==> config.mk <==
export PLATFORM = sky130hd
export DESIGN_NAME = yld_unit
export DESIGN_NICKNAME = d
export VERILOG_FILES = /design/src/rtl/yld_pkg.sv /design/src/rtl/yld_classify.sv /design/src/rtl/yld_match.sv /design/src/rtl/yld_unit.sv
export SDC_FILE = /design/constraint.sdc
export NUM_CORES = 1
export LEC_CHECK = 0
export BUFFER_PORTS_ARGS = -buffer_cell sky130_fd_sc_hd__buf_2
export CAP_MARGIN = 15
export CORE_MARGIN = 2
export CORE_UTILIZATION = 25
export DETAILED_ROUTE_END_ITERATION = 12
export GPL_ROUTABILITY_DRIVEN = 1
export HOLD_SLACK_MARGIN = 0.05
export SYNTH_ARGS = -nofsm -noshare
export SYNTH_HDL_FRONTEND = slang
export SYNTH_SLANG_ARGS = --single-unit
==> constraint.sdc <==
create_clock -name clk -period 1.3 [get_ports clk]
set_clock_uncertainty 0.2 [all_clocks]
set_input_delay 0.26 -clock clk [delete_from_list [all_inputs] [get_ports clk]]
set_output_delay 0.26 -clock clk [all_outputs]
set_load 0.01 [all_outputs]
==> src/rtl/yld_pkg.sv <==
package yld_pkg;
    localparam int STAT_W      = 8;
    localparam int ST_ACT      = 0;
    localparam int ST_DIRTY    = 2;
    localparam int CTRL_W      = 8;
    localparam int CT_YSI      = 0;
    localparam int CT_CAUSE_LO = 4;
    localparam int CAUSE_W     = 3;

    localparam logic [CAUSE_W-1:0] CAUSE_NONE  = 3'd0;
    localparam logic [CAUSE_W-1:0] CAUSE_MASK  = 3'd2;
    localparam logic [CAUSE_W-1:0] CAUSE_SCHED = 3'd4;

    typedef enum logic [1:0] {
        K_ZERO = 2'd0,
        K_POS  = 2'd1,
        K_NEG  = 2'd2,
        K_SKIP = 2'd3
    } yld_kind_e;
endpackage

==> src/rtl/yld_classify.sv <==
module yld_classify
    import yld_pkg::*;
#(
    parameter int DATA_W = 16
) (
    input  logic [DATA_W-1:0] src_i,
    output yld_kind_e         kind_o
);
    localparam logic [DATA_W-1:0] MINUS_TWO = {{(DATA_W-1){1'b1}}, 1'b0};

    always_comb begin
        if (src_i == '0)
            kind_o = K_ZERO;
        else if (!src_i[DATA_W-1])
            kind_o = K_POS;
        else if (src_i == MINUS_TWO)
            kind_o = K_SKIP;
        else
            kind_o = K_NEG;
    end
endmodule

==> src/rtl/yld_match.sv <==
module yld_match #(
    parameter int NCTX   = 8,
    parameter int BIND_W = 5
) (
    input  logic [BIND_W-1:0]      self_bind_i,
    input  logic [NCTX*BIND_W-1:0] ctx_bind_i,
    input  logic [NCTX-1:0]        ctx_dyn_i,
    input  logic [NCTX-1:0]        ctx_act_i,
    input  logic [NCTX-1:0]        ctx_halt_i,
    output logic                   hit_o
);
    logic [NCTX-1:0] hit_vec;

    for (genvar i = 0; i < NCTX; i++) begin : g_ctx
        assign hit_vec[i] = (ctx_bind_i[i*BIND_W +: BIND_W] == self_bind_i)
                          && ctx_dyn_i[i] && !ctx_halt_i[i] && ctx_act_i[i];
    end

    assign hit_o = |hit_vec;
endmodule

==> src/rtl/yld_unit.sv <==
module yld_unit
    import yld_pkg::*;
#(
    parameter int DATA_W = 16,
    parameter int NCTX   = 8,
    parameter int VP_W   = 2,
    parameter int CTX_W  = $clog2(NCTX),
    parameter int BIND_W = CTX_W + VP_W
) (
    input  logic                   clk,
    input  logic                   rst_n,
    input  logic                   yld_valid_i,
    input  logic [DATA_W-1:0]      yld_src_i,
    input  logic [DATA_W-1:0]      yld_mask_i,
    input  logic [BIND_W-1:0]      self_bind_i,
    input  logic [STAT_W-1:0]      self_stat_i,
    input  logic [CTRL_W-1:0]      ctrl_i,
    input  logic [NCTX*BIND_W-1:0] ctx_bind_i,
    input  logic [NCTX-1:0]        ctx_dyn_i,
    input  logic [NCTX-1:0]        ctx_act_i,
    input  logic [NCTX-1:0]        ctx_halt_i,
    output logic                   done_o,
    output logic                   fault_o,
    output logic [CAUSE_W-1:0]     cause_o,
    output logic [DATA_W-1:0]      result_o,
    output logic                   stat_we_o,
    output logic [STAT_W-1:0]      stat_o,
    output logic                   ctrl_we_o,
    output logic [CTRL_W-1:0]      ctrl_o
);
    typedef struct packed {
        logic               done;
        logic               fault;
        logic [CAUSE_W-1:0] cause;
        logic [DATA_W-1:0]  result;
        logic               stat_we;
        logic [STAT_W-1:0]  stat;
        logic               ctrl_we;
        logic [CTRL_W-1:0]  ctrl;
    } yld_out_t;

    yld_kind_e kind;
    logic      ctx_hit;
    yld_out_t  out_d, out_q;

    yld_classify #(.DATA_W(DATA_W)) u_class (
        .src_i  (yld_src_i),
        .kind_o (kind)
    );

    yld_match #(.NCTX(NCTX), .BIND_W(BIND_W)) u_match (
        .self_bind_i (self_bind_i),
        .ctx_bind_i  (ctx_bind_i),
        .ctx_dyn_i   (ctx_dyn_i),
        .ctx_act_i   (ctx_act_i),
        .ctx_halt_i  (ctx_halt_i),
        .hit_o       (ctx_hit)
    );

    always_comb begin
        out_d         = out_q;
        out_d.done    = 1'b0;
        out_d.fault   = 1'b0;
        out_d.stat_we = 1'b0;
        out_d.ctrl_we = 1'b0;
        if (yld_valid_i) begin
            out_d.done   = 1'b1;
            out_d.result = yld_src_i & yld_mask_i;
            out_d.cause  = CAUSE_NONE;
            unique case (kind)
                K_ZERO: begin
                    if (ctx_hit) begin
                        out_d.stat_we        = 1'b1;
                        out_d.stat           = self_stat_i;
                        out_d.stat[ST_ACT]   = 1'b0;
                    end
                end
                K_POS: begin
                    if ((yld_src_i & ~yld_mask_i) != '0) begin
                        out_d.fault   = 1'b1;
                        out_d.cause   = CAUSE_MASK;
                        out_d.ctrl_we = 1'b1;
                        out_d.ctrl    = ctrl_i;
                        out_d.ctrl[CT_CAUSE_LO +: CAUSE_W] = CAUSE_MASK;
                    end
                end
                K_NEG: begin
                    if (ctrl_i[CT_YSI] && self_stat_i[ST_DIRTY]) begin
                        out_d.fault   = 1'b1;
                        out_d.cause   = CAUSE_SCHED;
                        out_d.ctrl_we = 1'b1;
                        out_d.ctrl    = ctrl_i;
                        out_d.ctrl[CT_CAUSE_LO +: CAUSE_W] = CAUSE_SCHED;
                    end
                end
                default: ;
            endcase
        end
    end

    always_ff @(posedge clk or negedge rst_n) begin
        if (!rst_n)
            out_q <= '0;
        else
            out_q <= out_d;
    end

    assign done_o    = out_q.done;
    assign fault_o   = out_q.fault;
    assign cause_o   = out_q.cause;
    assign result_o  = out_q.result;
    assign stat_we_o = out_q.stat_we;
    assign stat_o    = out_q.stat;
    assign ctrl_we_o = out_q.ctrl_we;
    assign ctrl_o    = out_q.ctrl;
endmodule

Yosys cells after proc, flatten, opt, wreduce, memory -nomap -nowiden --
Cells that the tools add are included.
Storage, ports and cells: flip-flop bits (word level) 38, bits in latches 0, bits in writable memories 0, memory bits (read-only) 0, output and inout port bits 39, memories 0
Cells by class: add/sub/neg operators 0, multipliers 0, divide/modulo/power cells 0, magnitude comparators 0, eq/ne operators 13, shift-type cells 0, multiplexer cells 12, bitwise operators 3, reductions and logical operators 40
Operators with widths (count):
- 5-bit == test | 8
- 39-bit two-way mux | 1
- 9-bit two-way mux | 4
- 16-bit bitwise AND | 2
- 1-bit logical AND | 25
- 9-bit case mux with 2 select lines | 1
- 16-bit == test, second input constant | 1
- 16-bit logical NOT | 1
- 16-bit NOT | 1
- 16-bit nonzero test | 1
- 1-bit logical NOT | 8
- 4-bit two-way mux | 2
- 4-bit case mux with 2 select lines | 1
- 8-bit OR reduction | 1
- 2-bit two-way mux | 2
- 2-bit != test, second input constant | 2
- 4-bit AND reduction | 1
- 3-bit AND reduction | 1
- 2-bit by 1-bit == test with 1-bit output, second input constant | 1
- 2-bit == test, second input constant | 1
- 2-bit logical NOT | 1
- 2-bit nonzero test | 1
- 1-bit two-way mux | 1

Depth between registers and ports, before layout --
Gate-level depths: netlist of the first run.
word-level depth 8, mapped depth 9

By module --
From an unflattened synthesis of the first run, not the netlist that was laid out.
Second synthesis, totals: cell total of the unflattened synthesis 240, area, all modules 2374.8 sq um
Modules (own cells, without submodules):
- yld_unit | times used 1, cells each 163, area an instance 1744.2 sq um, sequential area each 875.8 sq um
- yld_match | times used 1, cells each 66, area an instance 555.5 sq um, sequential area each 0.0 sq um
- yld_classify | times used 1, cells each 11, area an instance 75.1 sq um, sequential area each 0.0 sq um

Least setup slack after synthesis of the first run --
OpenSTA, ideal clock, no wires.
kind input -> register, from in yld_src_i[10], to reg out_q, in the netlist ctrl_o[0], arrival 1.822 ns, slack -0.850 ns, stages 9, cell sequence nand4_1 o41ai_1 and2_1 inv_1 ha_1 nand2_1 o211ai_1 a21oi_2 mux2_1
Between the ends: cells in the longest elaborated chain, start to end 7, elaborated cells between the ends (all ways) 14
RTL lines:
- start, declared | RTL line yld_unit.sv:13 | input logic [DATA_W-1:0] yld_src_i,
- 16-bit == test | RTL line yld_classify.sv:16 | else if (src_i == MINUS_TWO)
- 1-bit two-way mux | RTL line yld_classify.sv:16
- 2-bit two-way mux | RTL line yld_classify.sv:14 | else if (!src_i[DATA_W-1])
- 2-bit two-way mux | RTL line yld_classify.sv:12 | if (src_i == '0)
- 2-bit == test / 2-bit by 1-bit == test with 1-bit output (equally long branches) | RTL line yld_unit.sv:70 | unique case (kind)
- 2-bit != test (no source line) / 2-bit nonzero test (equally long branches)
- 4-bit AND reduction (no source line)
- end signal, assigned | RTL line yld_unit.sv:105 | out_q <= out_d;
- end, declared | RTL line yld_unit.sv:44 | yld_out_t out_d, out_q;
Several ways; a longest one is shown, not always the timed one. A chain may end at the register's enable or synchronous reset.

Worst setup path after layout of the first run --
from in yld_src_i[0], to reg out_q, in the netlist ctrl_o[6]
Same word-level chain as after synthesis.

==> out/metrics.csv, run 1 <==
metric,value,unit
width of the die,99.5,um
placement row count,34,
TritonCTS clock tree,done,
Max IR drop VDD,0.601,mV
fmax,0.478,GHz
RSZ-0062 raised after global routing,yes,
Util after Layout,0.459,
Critical Path Fanout Max,7,
vias post-DR,2482,
failing checks,negative setup slack,
Stages on worst setup path,11,
global-route wire length before repair,11.9,mm
"FFs w/ async S/R, synth",1.00,
Final Hold Viols,0,
Die ar.,9890,um^2
final hold slack,0.0689,ns
effective utilization at floorplan,0.260,
final wirelength,7.84,mm
Mapped Area,2280,um^2
WL met2,3.94,mm
worst hold path class,in2reg,
Cells after Synth,228,
initial antenna violation count,0,
Critical Path Start,yld_src_i[0],
initial DRC count,71,
clk buf depth,2,
outcome,"complete, but fails checks",
Final setup viols,19,
kind of cell adding the most delay to the critical path,compound AO/OA/AOI/OAI gates,
DRC viols,0,
Mapped Avg Cell Area,9.99,um^2
H-tree level count,2,
CP max stage cell,o41ai_2,
vias in the first global route,2546,
leakage power,1.97,nW
Diodes inserted,0,
count of pins over their slew limit,0,
Max Cap Viol,0,
pwr dens,844,nW/um^2
"EDFF count, synth",0,
max layer used,met4,
drt wl/cell,14.1,um
R2R depth,2,
Metal-1 WL,3.10,mm
Clock Sinks,35,
CTS root buf,clkbuf_8,
yosys synthesis warning count,0,
Main synth FF type,dfrtp_1,
Final period util,1.61,
WL met3,619,um
share of post-route cells with drive strength above 1,0.544,
CP max stage delay,0.32,ns
min setup slack post-route,-0.790,ns
grt ovf,0,
I/O pin count,159,
CTS clock-pin slew for the worst setup and hold paths,0.08,ns
Worst Setup End Kind,flip-flop,
area delta synth->final,76.7,%
Worst EP arrival,2.06,ns
Seq cells post-synth,35,
R2R Path Start,ctrl_o[5]$_DFFE_PN0P_,
GPL Wtd Cong,0.868,
remaining antenna violation count,0,
"Net count, final",569,
Worst R2R Setup Slack,0.20,ns
Critical Path End,ctrl_o[6]$_DFFE_PN0P_,
# port buffers,151,
Die Y,99.5,um
largest net degree at the start of global routing,36,
Final Critical Period,2.09,ns
Vias/cell,4.47,
CORE AREA,8760,um^2
Total GRT Usage,0.151,
1st-pass router iterations,4,
Worst Path Buf+Inv,3,
critical path class,in2reg,
"Seq/Total Area, Yosys",0.384,
DP Wirelength,6.03,mm
Worst R2R End,ctrl_o[5]$_DFFE_PN0P_,
"Clk Latency, worst-skew pair",0.28,ns
cells along the critical path,"buf_8, nand3b_1, o41ai_2, and2_4, inv_4, ha_4, nand2_2, o211ai_1, a21oi_2, buf_6, mux2_4",
Startpoint Class,primary input,
post-synthesis cell type count,34,
CTS Buf Count,5,
required time of the critical path,1.27,ns
-- cells in the mapped netlist, types with 3 or more instances --
master,instances,area share
buf_4,5,0.016
buf_6,5,0.025
clkbuf_1,4,0.0066
dfrtp_1,35,0.38
ha_1,3,0.016
inv_1,23,0.038
mux2_1,7,0.035
mux2_4,7,0.046
nand2b_1,12,0.033
nand3_1,16,0.035
nand4_1,12,0.033
nand4b_1,8,0.031
nor2b_1,4,0.011
nor4_1,4,0.011
o2111ai_1,4,0.015
o21ai_0,16,0.035
o22ai_1,3,0.0082
xnor2_1,40,0.15
-- power breakdown --
| group | switching (W) | internal, W | total (W) |
|---|---|---|---|
| Clock | 0.000411 | 0.000621 | 0.00103 |
| Combinational | 0.000451 | 0.000649 | 0.00110 |
| Sequential | 0.0000662 | 0.00120 | 0.00127 |
| Total | 0.000928 | 0.00247 | 0.00340 |
-- layout by cell type, fill, tap and decap left out, types with 2 or more instances in the layout --
cell	n
ha_4	2
dlygate4sd3_1	21
nand2b_1	12
buf_6	13
buf_2	137
and2_4	2
o2111ai_1	4
nand4b_1	8
dfrtp_1	35
o21ai_0	16
inv_1	22
conb_1	3
o22ai_1	3
mux2_4	15
nand4_1	12
nor4_2	3
buf_4	49
clkbuf_8	6
nor2b_1	4
xnor2_1	40
buf_12	2
nand3_1	16
buf_8	2
-- timing repair --
action,in CTS,in global routing
cloned,0,0
pin swaps,3,5
gates resized for setup,21,25
buffers inserted,2,12
setup endpoints to repair,24,42
hold endpoints to repair,54,0
hold buffers,21,0
-- sequential cells by signal (all words and copies together) (netlist names) --
register / count
ctrl_we_o: 1
result_o: 16
done_o: 1
cause_o: 2
stat_o: 7
ctrl_o: 7
stat_we_o: 1
-- per-stage QoR --
| step | setup TNS [ns] | cells | area (um^2) | setup slack [ns] | power [W] |
|---|---|---|---|---|---|
| final | -13.26 | 555 | 4030 | -0.790 | 0.00340 |
| after global routing | -14.54 | 555 | 4030 | -0.843 | 0.00358 |
| after CTS | -11.39 | 543 | 3820 | -0.685 | 0.00331 |
| after detailed placement | -18.84 | 512 | 3390 | -1.10 | 0.00217 |
| after global placement | -18.55 | 512 | 3390 | -1.08 | 0.00216 |
| after floorplan | -12.88 | 230 | 2300 | -0.826 | 0.00169 |
-- worst min path at each step --
| stage | start | end | depth (start not counted) |
|---|---|---|---|
| floorplan | rst_n | cause_o[1]$_DFFE_PN0P_ | 0 |
| global placement | rst_n | result_o[1]$_DFFE_PN0P_ | 2 |
| detailed placement | rst_n | result_o[1]$_DFFE_PN0P_ | 2 |
| CTS | yld_src_i[12] | result_o[12]$_DFFE_PN0P_ | 3 |
| global route | yld_src_i[12] | result_o[12]$_DFFE_PN0P_ | 3 |
| finish | yld_src_i[12] | result_o[12]$_DFFE_PN0P_ | 3 |
-- cells by family (layout without fill, tap and decap cells) --
group / Yosys count / after routing / synth area share
mux: 16 / 16 / 0.0906
simple gates: 64 / 64 / 0.177
buf+inv: 39 / 256 / 0.0890
compound gates: 30 / 30 / 0.0873
fa+ha+maj: 3 / 3 / 0.0165
other cells: 1 / 3 / 0.00165
flops: 35 / 35 / 0.384
xor+xnor: 40 / 40 / 0.154
-- worst min-delay path, stage by stage --
cell     delay, ns
buf_2         0.12
nand3_1       0.07
o21ai_0       0.07
-- layer usage --
layer | global-route usage | vias to the layer above
met4 | 0.0495 | 0
met5 | 0 | -
met3 | 0.0344 | 14
met1 | 0.173 | 1131
met2 | 0.277 | 117
li1 | - | 1220
-- cell type report --
type	instances	area, um^2
clock buffer	6	82.6
clock inverter	2	35.0
fill	847	4740
inverter	24	92.6
multi-input combinational	156	1320
sequential	35	876
tap	108	135
timing repair buffer	224	1480
Note: power is estimated with default switching activity, not from simulation.
==> inputs of run 2 (changes only) <==
- PLACE_DENSITY_LB_ADDON: default -> 0.12
- clock period: 1.3 -> 2.3 ns (I/O delays scaled with it)
==> run 2 against run 1 <==
  * Sequential cell count stayed put
  * Routed wire length down 13%
  * Die area unchanged
  * Critical endpoint is now stat_o[3]$_DFFE_PN0P_
  * Worst hold slack better by 0.092 ns
  * The run now ends clean
  * Core utilization is 6.3 points lower
  * Via count down 10%
  * Largest cell class is now multi-input combinational cells
==> out/metrics.csv, run 2 (synthesis gave the netlist of run 1 again) <==
metric,value,unit
initial antenna violation count,0,
R2R Path Start,ctrl_o[5]$_DFFE_PN0P_,
Die Y,99.5,um
remaining antenna violation count,0,
DP Wirelength,5.59,mm
Worst Path Buf+Inv,3,
pwr dens,494,nW/um^2
kind of cell adding the most delay to the critical path,simple AND/OR/NAND/NOR gates,
drt wl/cell,13.4,um
1st-pass router iterations,4,
CP max stage delay,0.35,ns
area delta synth->final,52.3,%
"Clk Latency, worst-skew pair",0.28,ns
Worst Setup End Kind,flip-flop,
Clock Sinks,35,
placed insts,499,
grt ovf,0,
vias in the first global route,2288,
final hold slack,0.161,ns
H-tree level count,2,
Final setup viols,0,
final setup TNS,0,ns
Final Hold Viols,0,
most frequent cells in the layout,"150 x buf_2, 40 x xnor2_1, 35 x dfrtp_1, 25 x buf_4, 22 x inv_1",
min setup slack post-route,0.00472,ns
largest net degree at the start of global routing,36,
CORE AREA,8760,um^2
Die ar.,9890,um^2
Post-Place Worst Slack,-0.274,ns
Max IR drop VDD,0.183,mV
vias post-DR,2232,
Critical Path Fanout Max,8,
outcome,"finished, final reports clean",
Tot Pwr,0.00171,W
Startpoint Class,primary input,
# port buffers,151,
clk buf depth,2,
I/O pin count,159,
fmax,0.436,GHz
Final Critical Period,2.30,ns
Max Cap Viol,0,
RSZ-0062 raised after global routing,yes,
Final period util,0.998,
Vias/cell,4.38,
Critical Path End,stat_o[3]$_DFFE_PN0P_,
CTS clock-pin slew for the worst setup and hold paths,0.06,ns
Worst R2R End,ctrl_o[5]$_DFFE_PN0P_,
DRC viols,0,
Total GRT Usage,0.137,
placement row count,34,
Stages on worst setup path,10,
CTS root buf,clkbuf_8,
initial DRC count,34,
Diodes inserted,0,
critical path class,in2reg,
count of pins over their slew limit,0,
worst hold path class,in2reg,
share of post-route cells with drive strength above 1,0.527,
GPL Wtd Cong,0.746,
effective utilization at floorplan,0.260,
leakage power,1.71,nW
required time of the critical path,2.26,ns
Worst R2R Setup Slack,1.32,ns
R2R depth,1,
"Net count, final",524,
CTS Buf Count,5,
Finished Layout Cells,510,
"commonest non-fill, non-tap cell in the layout",buf_2,
TritonCTS clock tree,done,
final wirelength,6.85,mm
CP max stage cell,o41ai_2,
width of the die,99.5,um
Worst EP arrival,2.25,ns
cells along the critical path,"buf_8, nand3b_1, o41ai_2, and2_4, inv_4, ha_2, and2_1, o41a_1, buf_12, mux2_4",
Critical Path Start,yld_src_i[0],
global-route wire length before repair,10.9,mm
max FFs per register,16,
## run 2: per-stage QoR
stage	instance area [um^2]	utilization
6_report	3470	0.396
5_1_grt	3470	0.396
4_1_cts	3380	0.386
3_5_place_dp	3270	0.373
3_3_place_gp	3270	0.373
2_1_floorplan	2290	-
## run 2: where the power goes
group	internal [W]	leakage [nW]	switching, W
Sequential	0.000677	0.463	0.0000307
Clock	0.000273	0.0505	0.000231
Combinational	0.000278	1.20	0.000223
## run 2: layout make-up
class                   count  area, um^2
clock inverters             1        7.51
flip-flops and latches     35         876
multi-input cells         156        1270
clock buffers               7        96.3
fillers                   923        5290
repair buffers            179         995
inverters                  24        92.6
well taps                 108         135
## run 2: worst min path at each step
stage / startpoint / end / slack [ns] / cells after the start
6_report: yld_valid_i / done_o$_DFF_PN0_ / 0.16 / 1
5_1_grt: yld_valid_i / done_o$_DFF_PN0_ / 0.16 / 1
4_1_cts: yld_valid_i / done_o$_DFF_PN0_ / 0.16 / 1
3_5_place_dp: ctrl_o[6]$_DFFE_PN0P_ / ctrl_o[6]$_DFFE_PN0P_ / 0.27 / 1
3_3_place_gp: ctrl_o[0]$_DFFE_PN0P_ / ctrl_o[0]$_DFFE_PN0P_ / 0.27 / 1
2_1_floorplan: rst_n / cause_o[1]$_DFFE_PN0P_ / -0.04 / 0
## run 2: routing by layer
metal	GRT usage	wire length, um	vias to the layer above
met1	0.173	2880	1021
met2	0.239	3410	74
met3	0.0281	471	7
li1	-	-	1130
met5	0	0	-
met4	0.0369	93	0
## run 2: what timing repair did
item,CTS,global route
gates resized for setup,0,19
endpoints found under the hold margin,35,0
buffers inserted,0,2
endpoints found under the setup margin,0,15
hold buffers,1,0
